**src/rtl/xlat_pkg.sv**
```systemverilog
package xlat_pkg;
  localparam int EA_W    = 32;
  localparam int SPACE_W = 4;
  localparam int GRP_W   = 4;
  localparam int NGRP    = 1 << GRP_W;
  localparam int SUB_LSB = 10;

  typedef enum logic [1:0] {PG_4K = 2'd0, PG_16K = 2'd1, PG_512K = 2'd2, PG_8M = 2'd3} pg_size_e;
  typedef enum logic [1:0] {INV_NONE = 2'd0, INV_PAGE = 2'd1, INV_ALL = 2'd2, INV_SYNC = 2'd3} inv_op_e;

  typedef struct packed {
    logic               vld;
    logic [EA_W-1:0]    ea;
    logic [EA_W-1:0]    pa;
    pg_size_e           size;
    logic [SPACE_W-1:0] space;
    logic               shared;
    logic [GRP_W-1:0]   grp;
    logic [1:0]         pp;
    logic               wt;
    logic               ci;
    logic               g;
    logic               chg;
    logic [3:0]         sub;
  } tlb_ent_t;

  function automatic logic [EA_W-1:0] page_mask(pg_size_e s);
    case (s)
      PG_4K:   return 32'hFFFF_F000;
      PG_16K:  return 32'hFFFF_C000;
      PG_512K: return 32'hFFF8_0000;
      default: return 32'hFF80_0000;
    endcase
  endfunction
endpackage

```
**src/rtl/tlb_cam.sv**
```systemverilog
module tlb_cam
  import xlat_pkg::*;
#(
  parameter int N = 32
) (
  input  tlb_ent_t              ents [N],
  input  logic [EA_W-1:0]       ea,
  input  logic [SPACE_W-1:0]    space,
  input  logic                  chk_space,
  output logic [N-1:0]          match
);
  for (genvar i = 0; i < N; i++) begin : g_ent
    logic [EA_W-1:0] msk;
    logic            space_ok;
    assign msk      = page_mask(ents[i].size);
    assign space_ok = !chk_space || ents[i].shared || (ents[i].space == space);
    assign match[i] = ents[i].vld && space_ok && ((ea & msk) == (ents[i].ea & msk));
  end
endmodule

```
**src/rtl/tlb_pick.sv**
```systemverilog
module tlb_pick #(
  parameter int N  = 32,
  localparam int IW = $clog2(N)
) (
  input  logic [N-1:0]  match,
  output logic [IW-1:0] idx,
  output logic          any
);
  always_comb begin
    idx = '0;
    any = 1'b0;
    for (int i = N - 1; i >= 0; i--) begin
      if (match[i]) begin
        idx = IW'(i);
        any = 1'b1;
      end
    end
  end
endmodule

```
**src/rtl/tlb_perm.sv**
```systemverilog
module tlb_perm
  import xlat_pkg::*;
(
  input  tlb_ent_t   ent,
  input  logic [1:0] sub_idx,
  input  logic       wr,
  input  logic       mgr_mode,
  input  logic [1:0] grp_code,
  output logic       deny
);
  logic sub_bad, page_ok, acc_ok, chg_bad;

  always_comb begin
    sub_bad = (ent.size == PG_4K) && !ent.sub[sub_idx];
    page_ok = wr ? ent.pp[1] : ent.pp[0];
    acc_ok  = page_ok;
    if (mgr_mode) begin
      case (grp_code)
        2'b00:   acc_ok = 1'b0;
        2'b11:   acc_ok = 1'b1;
        default: acc_ok = page_ok;
      endcase
    end
    chg_bad = wr && !ent.chg;
    deny    = sub_bad || !acc_ok || chg_bad;
  end
endmodule

```
**src/rtl/xlat_tlb.sv**
```systemverilog
module xlat_tlb
  import xlat_pkg::*;
#(
  parameter int N = 32
) (
  input  logic               clk,
  input  logic               rst,
  input  logic               xlat_en,
  input  logic               mgr_mode,
  input  logic [SPACE_W-1:0] cur_space,
  input  logic [2*NGRP-1:0]  grp_ovr,
  input  logic               dflt_wt,
  input  logic               dflt_ci,
  input  logic               lk_valid,
  input  logic [EA_W-1:0]    lk_ea,
  input  logic               lk_write,
  input  logic               ld_en,
  input  logic [EA_W-1:0]    ld_ea,
  input  logic [EA_W-1:0]    ld_pa,
  input  logic [1:0]         ld_size,
  input  logic [SPACE_W-1:0] ld_space,
  input  logic               ld_shared,
  input  logic [GRP_W-1:0]   ld_grp,
  input  logic [1:0]         ld_pp,
  input  logic               ld_wt,
  input  logic               ld_ci,
  input  logic               ld_g,
  input  logic               ld_chg,
  input  logic [3:0]         ld_sub,
  input  logic [1:0]         inv_op,
  input  logic [EA_W-1:0]    inv_ea,
  output logic               rsp_valid,
  output logic               rsp_hit,
  output logic               rsp_miss,
  output logic               rsp_err,
  output logic [EA_W-1:0]    rsp_pa,
  output logic               rsp_wt,
  output logic               rsp_ci,
  output logic               rsp_g
);
  localparam int IW = $clog2(N);

  tlb_ent_t        ents [N];
  logic [IW-1:0]   victim;
  logic [N-1:0]    lk_match, inv_match, vld_vec;
  logic [IW-1:0]   hit_idx;
  logic            hit_any, deny;
  tlb_ent_t        sel, new_ent;
  logic [EA_W-1:0] sel_mask;
  inv_op_e         op;

  assign op = inv_op_e'(inv_op);

  for (genvar i = 0; i < N; i++) begin : g_vld
    assign vld_vec[i] = ents[i].vld;
  end

  always_comb begin
    new_ent        = '0;
    new_ent.vld    = 1'b1;
    new_ent.ea     = ld_ea;
    new_ent.pa     = ld_pa;
    new_ent.size   = pg_size_e'(ld_size);
    new_ent.space  = ld_space;
    new_ent.shared = ld_shared;
    new_ent.grp    = ld_grp;
    new_ent.pp     = ld_pp;
    new_ent.wt     = ld_wt;
    new_ent.ci     = ld_ci;
    new_ent.g      = ld_g;
    new_ent.chg    = ld_chg;
    new_ent.sub    = ld_sub;
  end

  // Entry store: a load fills the victim slot; invalidates clear valid bits last.
  always_ff @(posedge clk) begin
    if (rst) begin
      victim <= '0;
      for (int i = 0; i < N; i++) ents[i].vld <= 1'b0;
    end else begin
      if (ld_en) begin
        ents[victim] <= new_ent;
        victim       <= (victim == IW'(N - 1)) ? '0 : victim + 1'b1;
      end
      for (int i = 0; i < N; i++) begin
        if (op == INV_ALL || (op == INV_PAGE && inv_match[i])) ents[i].vld <= 1'b0;
      end
    end
  end

  tlb_cam #(.N(N)) u_lk_cam (
    .ents(ents), .ea(lk_ea), .space(cur_space), .chk_space(1'b1), .match(lk_match));

  tlb_cam #(.N(N)) u_inv_cam (
    .ents(ents), .ea(inv_ea), .space(cur_space), .chk_space(1'b0), .match(inv_match));

  tlb_pick #(.N(N)) u_pick (.match(lk_match), .idx(hit_idx), .any(hit_any));

  assign sel      = ents[hit_idx];
  assign sel_mask = page_mask(sel.size);

  tlb_perm u_perm (
    .ent(sel), .sub_idx(lk_ea[SUB_LSB+1:SUB_LSB]), .wr(lk_write), .mgr_mode(mgr_mode),
    .grp_code(grp_ovr[2*sel.grp +: 2]), .deny(deny));

  always_ff @(posedge clk) begin
    if (rst) begin
      rsp_valid <= 1'b0; rsp_hit <= 1'b0; rsp_miss <= 1'b0; rsp_err <= 1'b0;
      rsp_pa    <= '0;   rsp_wt  <= 1'b0; rsp_ci   <= 1'b0; rsp_g   <= 1'b0;
    end else begin
      rsp_valid <= lk_valid;
      rsp_hit <= 1'b0; rsp_miss <= 1'b0; rsp_err <= 1'b0;
      rsp_pa  <= '0;   rsp_wt   <= 1'b0; rsp_ci  <= 1'b0; rsp_g <= 1'b0;
      if (lk_valid) begin
        if (!xlat_en) begin
          rsp_hit <= 1'b1; rsp_pa <= lk_ea; rsp_wt <= dflt_wt; rsp_ci <= dflt_ci;
        end else if (!hit_any) begin
          rsp_miss <= 1'b1;
        end else if (deny) begin
          rsp_err <= 1'b1;
        end else begin
          rsp_hit <= 1'b1;
          rsp_pa  <= (sel.pa & sel_mask) | (lk_ea & ~sel_mask);
          rsp_wt  <= sel.wt; rsp_ci <= sel.ci; rsp_g <= sel.g;
        end
      end
    end
  end

  // Assertions
  p_one_result_r10: assert property (@(posedge clk) disable iff (rst)
    rsp_valid |-> $countones({rsp_hit, rsp_miss, rsp_err}) == 1);
  p_idle_quiet_r13: assert property (@(posedge clk) disable iff (rst)
    !rsp_valid |-> !rsp_hit && !rsp_miss && !rsp_err);
  p_nomatch_miss_r10: assert property (@(posedge clk) disable iff (rst)
    lk_valid && xlat_en && !(|lk_match) |=> rsp_miss);
  p_off_pass_r9: assert property (@(posedge clk) disable iff (rst)
    lk_valid && !xlat_en |=> rsp_hit && rsp_pa == $past(lk_ea));
  p_clean_write_r7: assert property (@(posedge clk) disable iff (rst)
    lk_valid && xlat_en && lk_write && hit_any && !ents[hit_idx].chg |=> rsp_err);
  p_victim_step_r11: assert property (@(posedge clk) disable iff (rst)
    ld_en |=> victim == (($past(victim) == IW'(N - 1)) ? '0 : $past(victim) + 1'b1));
  p_flush_all_r12: assert property (@(posedge clk) disable iff (rst)
    op == INV_ALL |=> vld_vec == '0);
  p_lowest_r13: assert property (@(posedge clk) disable iff (rst)
    hit_any |-> lk_match[hit_idx] && ((lk_match & ((N'(1) << hit_idx) - N'(1))) == '0));
endmodule

```
**config.mk**
```make
export PLATFORM = sky130hd
export DESIGN_NAME = xlat_tlb
export DESIGN_NICKNAME = d
export VERILOG_FILES = /design/src/rtl/xlat_pkg.sv /design/src/rtl/tlb_cam.sv /design/src/rtl/tlb_pick.sv /design/src/rtl/tlb_perm.sv /design/src/rtl/xlat_tlb.sv
export SDC_FILE = /design/constraint.sdc
export NUM_CORES = 2
export LEC_CHECK = 0
export BUFFER_PORTS_ARGS = -buffer_cell sky130_fd_sc_hd__buf_2
export CAP_MARGIN = 20
export CORE_ASPECT_RATIO = 1.1
export CORE_MARGIN = 2
export CORE_UTILIZATION = 30
export CTS_BUF_LIST = sky130_fd_sc_hd__clkbuf_16
export CTS_CLUSTER_DIAMETER = 80
export DETAILED_ROUTE_END_ITERATION = 16
export GPL_TIMING_DRIVEN = 1
export SYNTH_ARGS = -nofsm -noshare
export SYNTH_HDL_FRONTEND = slang
export SYNTH_HIERARCHICAL = 1
export SYNTH_SLANG_ARGS = --single-unit
```
**constraint.sdc**
```tcl
create_clock -name clk -period 8.77 [get_ports clk]
set_input_delay 2.1925 -clock clk [delete_from_list [all_inputs] [get_ports clk]]
set_output_delay 2.1925 -clock clk [all_outputs]
set_load 0.02 [all_outputs]
```
-- Yosys cells after proc, flatten, opt, wreduce, memory -nomap -nowiden
Index checks and enable logic that the tools add are counted.
- register bits: 2796
- input port bits: 196
- output and inout bits: 39
- add/subtract/negate cells: 1
- $lt $le $gt $ge: 4
- equal/unequal tests: 166
- shift operators: 1
- muxes and demuxes: 123
- bitwise operators: 106
- reductions and logical operators: 271
- operators with widths (cell ; count):
    $and 32x32->32 ; 98
    $bwmux 2752 ; 1
    $pmux 23 s3 ; 33
    $eq 32x32->1 ; 64
    $bmux 86 s5 ; 1
    $demux 86 s5 ; 1
    $mux 5 ; 33
    $logic_and 1x1->1 ; 131
    $eq 4x4->1 ; 32
    $mux 53 ; 2
    $mux 32 ; 3
    $mux 86 ; 1
    $eq 2x2->1 const B ; 35
    $eq 2x1->1 const B ; 34
    $logic_not 2->1 ; 34
    $logic_or 1x1->1 ; 66
    $reduce_or 2->1 ; 33
    $mux 1 ; 46
    $not 32->32 ; 1
    $or 32x32->32 ; 1
    $shiftx 32x6->2 ; 1
    $ge 6x6->1 const B ; 2
    $not 5->6 ; 2
    $lt 6x1->1 const B ; 1
    other kinds (11) ; 16

-- Depth between registers and ports, before layout
- depth in word-level cells: 51
- gate-level depth with buffers: 33

-- By module
Netlist, hierarchy kept.
- modules (own cells, without submodules) (module ; instances ; cells each ; area each (um^2)):
    xlat_tlb ; 1 ; 4320 ; 106444.6
    tlb_cam ; 2 ; 1251 ; 9628.0
    tlb_pick ; 1 ; 65 ; 370.4
    tlb_perm ; 1 ; 10 ; 83.8

-- Worst setup path after synthesis
Ideal clock, no wire load.
- path kind: input to register
- from: input rst
- to: register ents[2408] (netlist name)
- data arrival time: 8.554 ns
- required time: 8.137 ns
- slack: -0.416 ns
- stages on the path: 3
- buffers on the path: 1
- path through: clkbuf_1 -> or3_1 -> nor3_1
- cells in the longest elaborated chain, start to end: 2
- ends and longest elaborated chain (what ; line ; text):
    start, declared ; xlat_tlb.sv:7 ; input logic rst,
    $not 1->1 (no line) ; - ;
    $reduce_and 2->1 (no line) ; - ;
Every way passes these cells.
A chain may end at the register's enable or synchronous reset.

==> tab_implementation.tex <==
\begin{tabular}{lr}
\hline
Metric & Value \\
\hline
\multicolumn{2}{l}{\textbf{Status}} \\
\quad Status & complete, no violations \\
\multicolumn{2}{l}{\textbf{Clock network}} \\
\quad Hold buffer count at cts & 0 \\
\quad CTS tree & yes \\
\quad Clock Latency Late Sink & 0.93 ns \\
\quad Clock H-tree levels & 4 \\
\quad Clock-pin slew on the worst setup and hold paths & 0.06 ns \\
\quad \# resized after CTS & 0 \\
\quad Number of buffers added by the clock tree synthesis step & 209 \\
\quad Post-CTS repair timing setup buffer count & 0 \\
\quad TritonCTS Sinks & 2028 \\
\quad Clock Path Buffers & 3 \\
\quad Buffer type at the clock tree root & sky130\_fd\_sc\_hd\_\_clkbuf\_16 \\
\multicolumn{2}{l}{\textbf{Routing}} \\
\quad Met3 wire length & 16900 µm \\
\quad Number of nets with antenna violations after detailed routing & 0 \\
\quad Top sig layer & met5 \\
\quad DRC & 0 \\
\quad M1 wire length & 113600 µm \\
\quad Avg Vias per Cell & between 5 and 6 \\
\quad Drt first pass iters & 5 \\
\quad Wire length after detailed routing & $\sim$290000 µm \\
\quad Routed length on met2 & 142500 µm \\
\quad Count of vias placed by the detailed router & approximately 52000 \\
\quad Number of violations reported at the end of detailed-routing iteration 0 & 5227 \\
\quad Final routed wire length divided by cell count & 28.20 µm \\
\multicolumn{2}{l}{\textbf{Global route}} \\
\quad Pin count of the biggest net entering global routing & 150 \\
\quad Vias in the first global route & 52223 \\
\quad All-Layer GR Usage & 0.1814 \\
\quad Antenna violations before repair & 49 \\
\quad Wire length of the first global-routing pass & 395500 µm \\
\quad Grt total ovfl & 0 \\
\multicolumn{2}{l}{\textbf{Pwr}} \\
\quad Relative contribution of combinational cells to total power & 0.052 \\
\quad Sequential share of power & 0.518 \\
\quad Switching portion of total power & 0.2273 \\
\quad PwrDens & 192.9 nW/µm² \\
\quad Internal power summed over all cells & 15.91 mW \\
\quad Worst IR drop on VDD & 0.2209 mV \\
\quad Sw Pwr & between 4 and 5 mW \\
\quad Leakage power figure & 34.90 nW \\
\quad Clock network fraction of design power & 0.430 \\
\quad Total power after layout & just over 20 mW \\
\multicolumn{2}{l}{\textbf{STA}} \\
\quad Post-Route Hold Slack & 0.5439 ns \\
\quad Rel. slew slack & 0.2437 \\
\quad Maximum frequency from static timing analysis & 117.9 MHz \\
\quad Final Max Slew Viols & 0 \\
\quad Total of endpoints with negative setup slack in the final report & 0 \\
\quad Final count of hold timing violations & 0 \\
\quad Post-route fraction of the period consumed by the critical path & 0.9668 \\
\quad Final worst clock skew & 0.1107 ns \\
\quad Final critical-path required period & roughly 8.5 ns \\
\quad Unrepaired setup endpoints after global routing & true \\
\quad Slew of the pin with the lowest slew margin & $\sim$1.1 ns \\
\multicolumn{2}{l}{\textbf{Floorplanning}} \\
\quad Rows & 212 \\
\quad Die area & 307600 µm² \\
\quad Die width & 529.0 µm \\
\quad Vertical die dimension & just under 600 µm \\
\quad Top Ports & 235 \\
\quad Starting utilization of the core area & 0.3007 \\
\quad Core footprint & between 300000 and 400000 µm² \\
\multicolumn{2}{l}{\textbf{Setup path}} \\
\quad Data required time of the worst path & 9.62 ns \\
\quad Arr. time, crit path & 9.33 ns \\
\quad Highest-delay cell along the critical path & sky130\_fd\_sc\_hd\_\_mux4\_1 \\
\quad Critical path class & primary input to register \\
\quad Buffers and inverters on the worst path & 10 \\
\quad Dominant cell type by count on the critical path & sky130\_fd\_sc\_hd\_\_buf\_12 \\
\quad Max incr delay on CP & between 0.5 and 0.6 ns \\
\quad Max Fanout on Critical Path & 18 \\
\quad Crit path max-delay family & compound AO/OA/AOI/OAI gates \\
\quad Critical Path Source Type & primary input \\
\quad CP endpoint kind & register \\
\multicolumn{2}{l}{\textbf{Synthesis}} \\
\quad Number of synthesis warnings & 6 \\
\quad Cell Area, Synth & a little over 90000 µm² \\
\quad Avg Cell Area, Syn & roughly 17 µm² \\
\quad Post-synthesis cell count & 5465 \\
\multicolumn{2}{l}{\textbf{Final layout}} \\
\quad Ratio of cells with drive above 1 in the final layout & 0.2307 \\
\quad Final layout net count & 6199 \\
\quad Fill cell instance count of the final layout & 28414 \\
\quad Growth of design area from synthesis to finish & 17.40\% \\
\multicolumn{2}{l}{\textbf{Flow run}} \\
\quad Max-cap violation count & 0 \\
\multicolumn{2}{l}{\textbf{Placement}} \\
\quad Placer congestion estimate & around 0.87 \\
\quad Count of input and output buffers & 198 \\
\quad Dpl hpwl & 177600 µm \\
\multicolumn{2}{l}{\textbf{Hold path}} \\
\quad Worst hold path type & register to register \\
\hline
\end{tabular}
==> stage by stage <==
step / setup TNS [ns] / instances / setup WS, ns / instance area (µm²) / utilization
6_report: 0 / 10144 / 0.2913 / 106800 / 0.3531
5_1_grt: -0.1332 / 10135 / -0.03388 / 106700 / 0.3530
4_1_cts: 0 / 10126 / 0.1999 / 106600 / 0.3526
3_5_place_dp: -23.58 / 9740 / -0.7226 / 99710 / 0.3298
3_3_place_gp: -25.67 / 9732 / -0.7748 / 99590 / 0.3293
2_1_floorplan: 0 / 5473 / 0.5395 / 90970 / -
==> worst paths after layout <==
check | from | to | slack, ns | cells past startpoint
worst max-delay path | lk_ea[31] | rsp_pa[24] | 0.29 | 31
worst min-delay path | ents[1375] | ents[1375] | 0.54 | 2
worst max register to register | ents[247] | rsp_pa[24] | 1.33 | 29
worst min register to register | ents[1375] | ents[1375] | 0.54 | 2
==> area by class of cell <==
class | instances | area (µm²) | area share
timing repair buffer | 675 | 5495 | 0.05147
multi-input combinational | 3069 | 29200 | 0.2735
antenna | 13 | 32.53 | 0.0003047
tap | 3959 | 4954 | 0.04639
clock inverter | 174 | 1593 | 0.01492
clock buffer | 212 | 5305 | 0.04969
sequential | 2028 | 60140 | 0.5633
inverter | 14 | 55.05 | 0.0005156
==> per-layer routing <==
metal,GRT usage,vias up
met2,0.3100,2048
met3,0.02474,535
met4,0.07562,18
met5,0,-
li1,-,21927
met1,0.2301,27470
==> power groups by stage <==
stage	combinational (mW)	sequential, mW	clock [mW]
after global placement	1.04	10.9	0
after global routing	1.14	10.7	9.37
final	1.07	10.7	8.86
after floorplan	0.524	10.9	0
after detailed placement	1.06	10.9	0
after CTS	1.07	10.7	8.99
==> sequential cells by signal (all words and copies together), names as in the netlist <==
name	count
ents	1984
rsp_pa	32
victim	5
rsp_ci	1
rsp_err	1
rsp_g	1
rsp_hit	1
rsp_miss	1
rsp_valid	1
rsp_wt	1
==> worst register-to-register path: cells and delay by family (launching register included) <==
family	cells	cell delay, ns
AOI/OAI and AO/OA	11	2.87
xor gates and xnor gates	1	0.17
adders and majority gates	1	0.30
buffers and inverters	6	1.06
DFF	1	0.42
muxes	2	1.09
and+or+nand+nor	8	1.48
==> cells in the final DEF, fill, tap and decap left out, types with 30 or more instances in the layout <==
cell type / instances
sky130_fd_sc_hd__edfxtp_1: 1952
sky130_fd_sc_hd__xor2_1: 1416
sky130_fd_sc_hd__buf_4: 404
sky130_fd_sc_hd__mux4_2: 341
sky130_fd_sc_hd__nor4_1: 235
sky130_fd_sc_hd__clkbuf_16: 212
sky130_fd_sc_hd__buf_2: 197
sky130_fd_sc_hd__nor2_1: 167
sky130_fd_sc_hd__xnor2_1: 120
sky130_fd_sc_hd__a211oi_1: 80
sky130_fd_sc_hd__dfxtp_1: 76
sky130_fd_sc_hd__o21ai_0: 72
sky130_fd_sc_hd__nor3_1: 72
sky130_fd_sc_hd__buf_12: 72
sky130_fd_sc_hd__nand4_1: 67
sky130_fd_sc_hd__o2111ai_1: 66
sky130_fd_sc_hd__nor3b_1: 65
sky130_fd_sc_hd__nand2_1: 51
sky130_fd_sc_hd__inv_1: 49
sky130_fd_sc_hd__clkinv_1: 44
sky130_fd_sc_hd__clkinv_2: 39
sky130_fd_sc_hd__a21oi_1: 35
sky130_fd_sc_hd__mux2_2: 30
(Power assumes the default switching activity.)
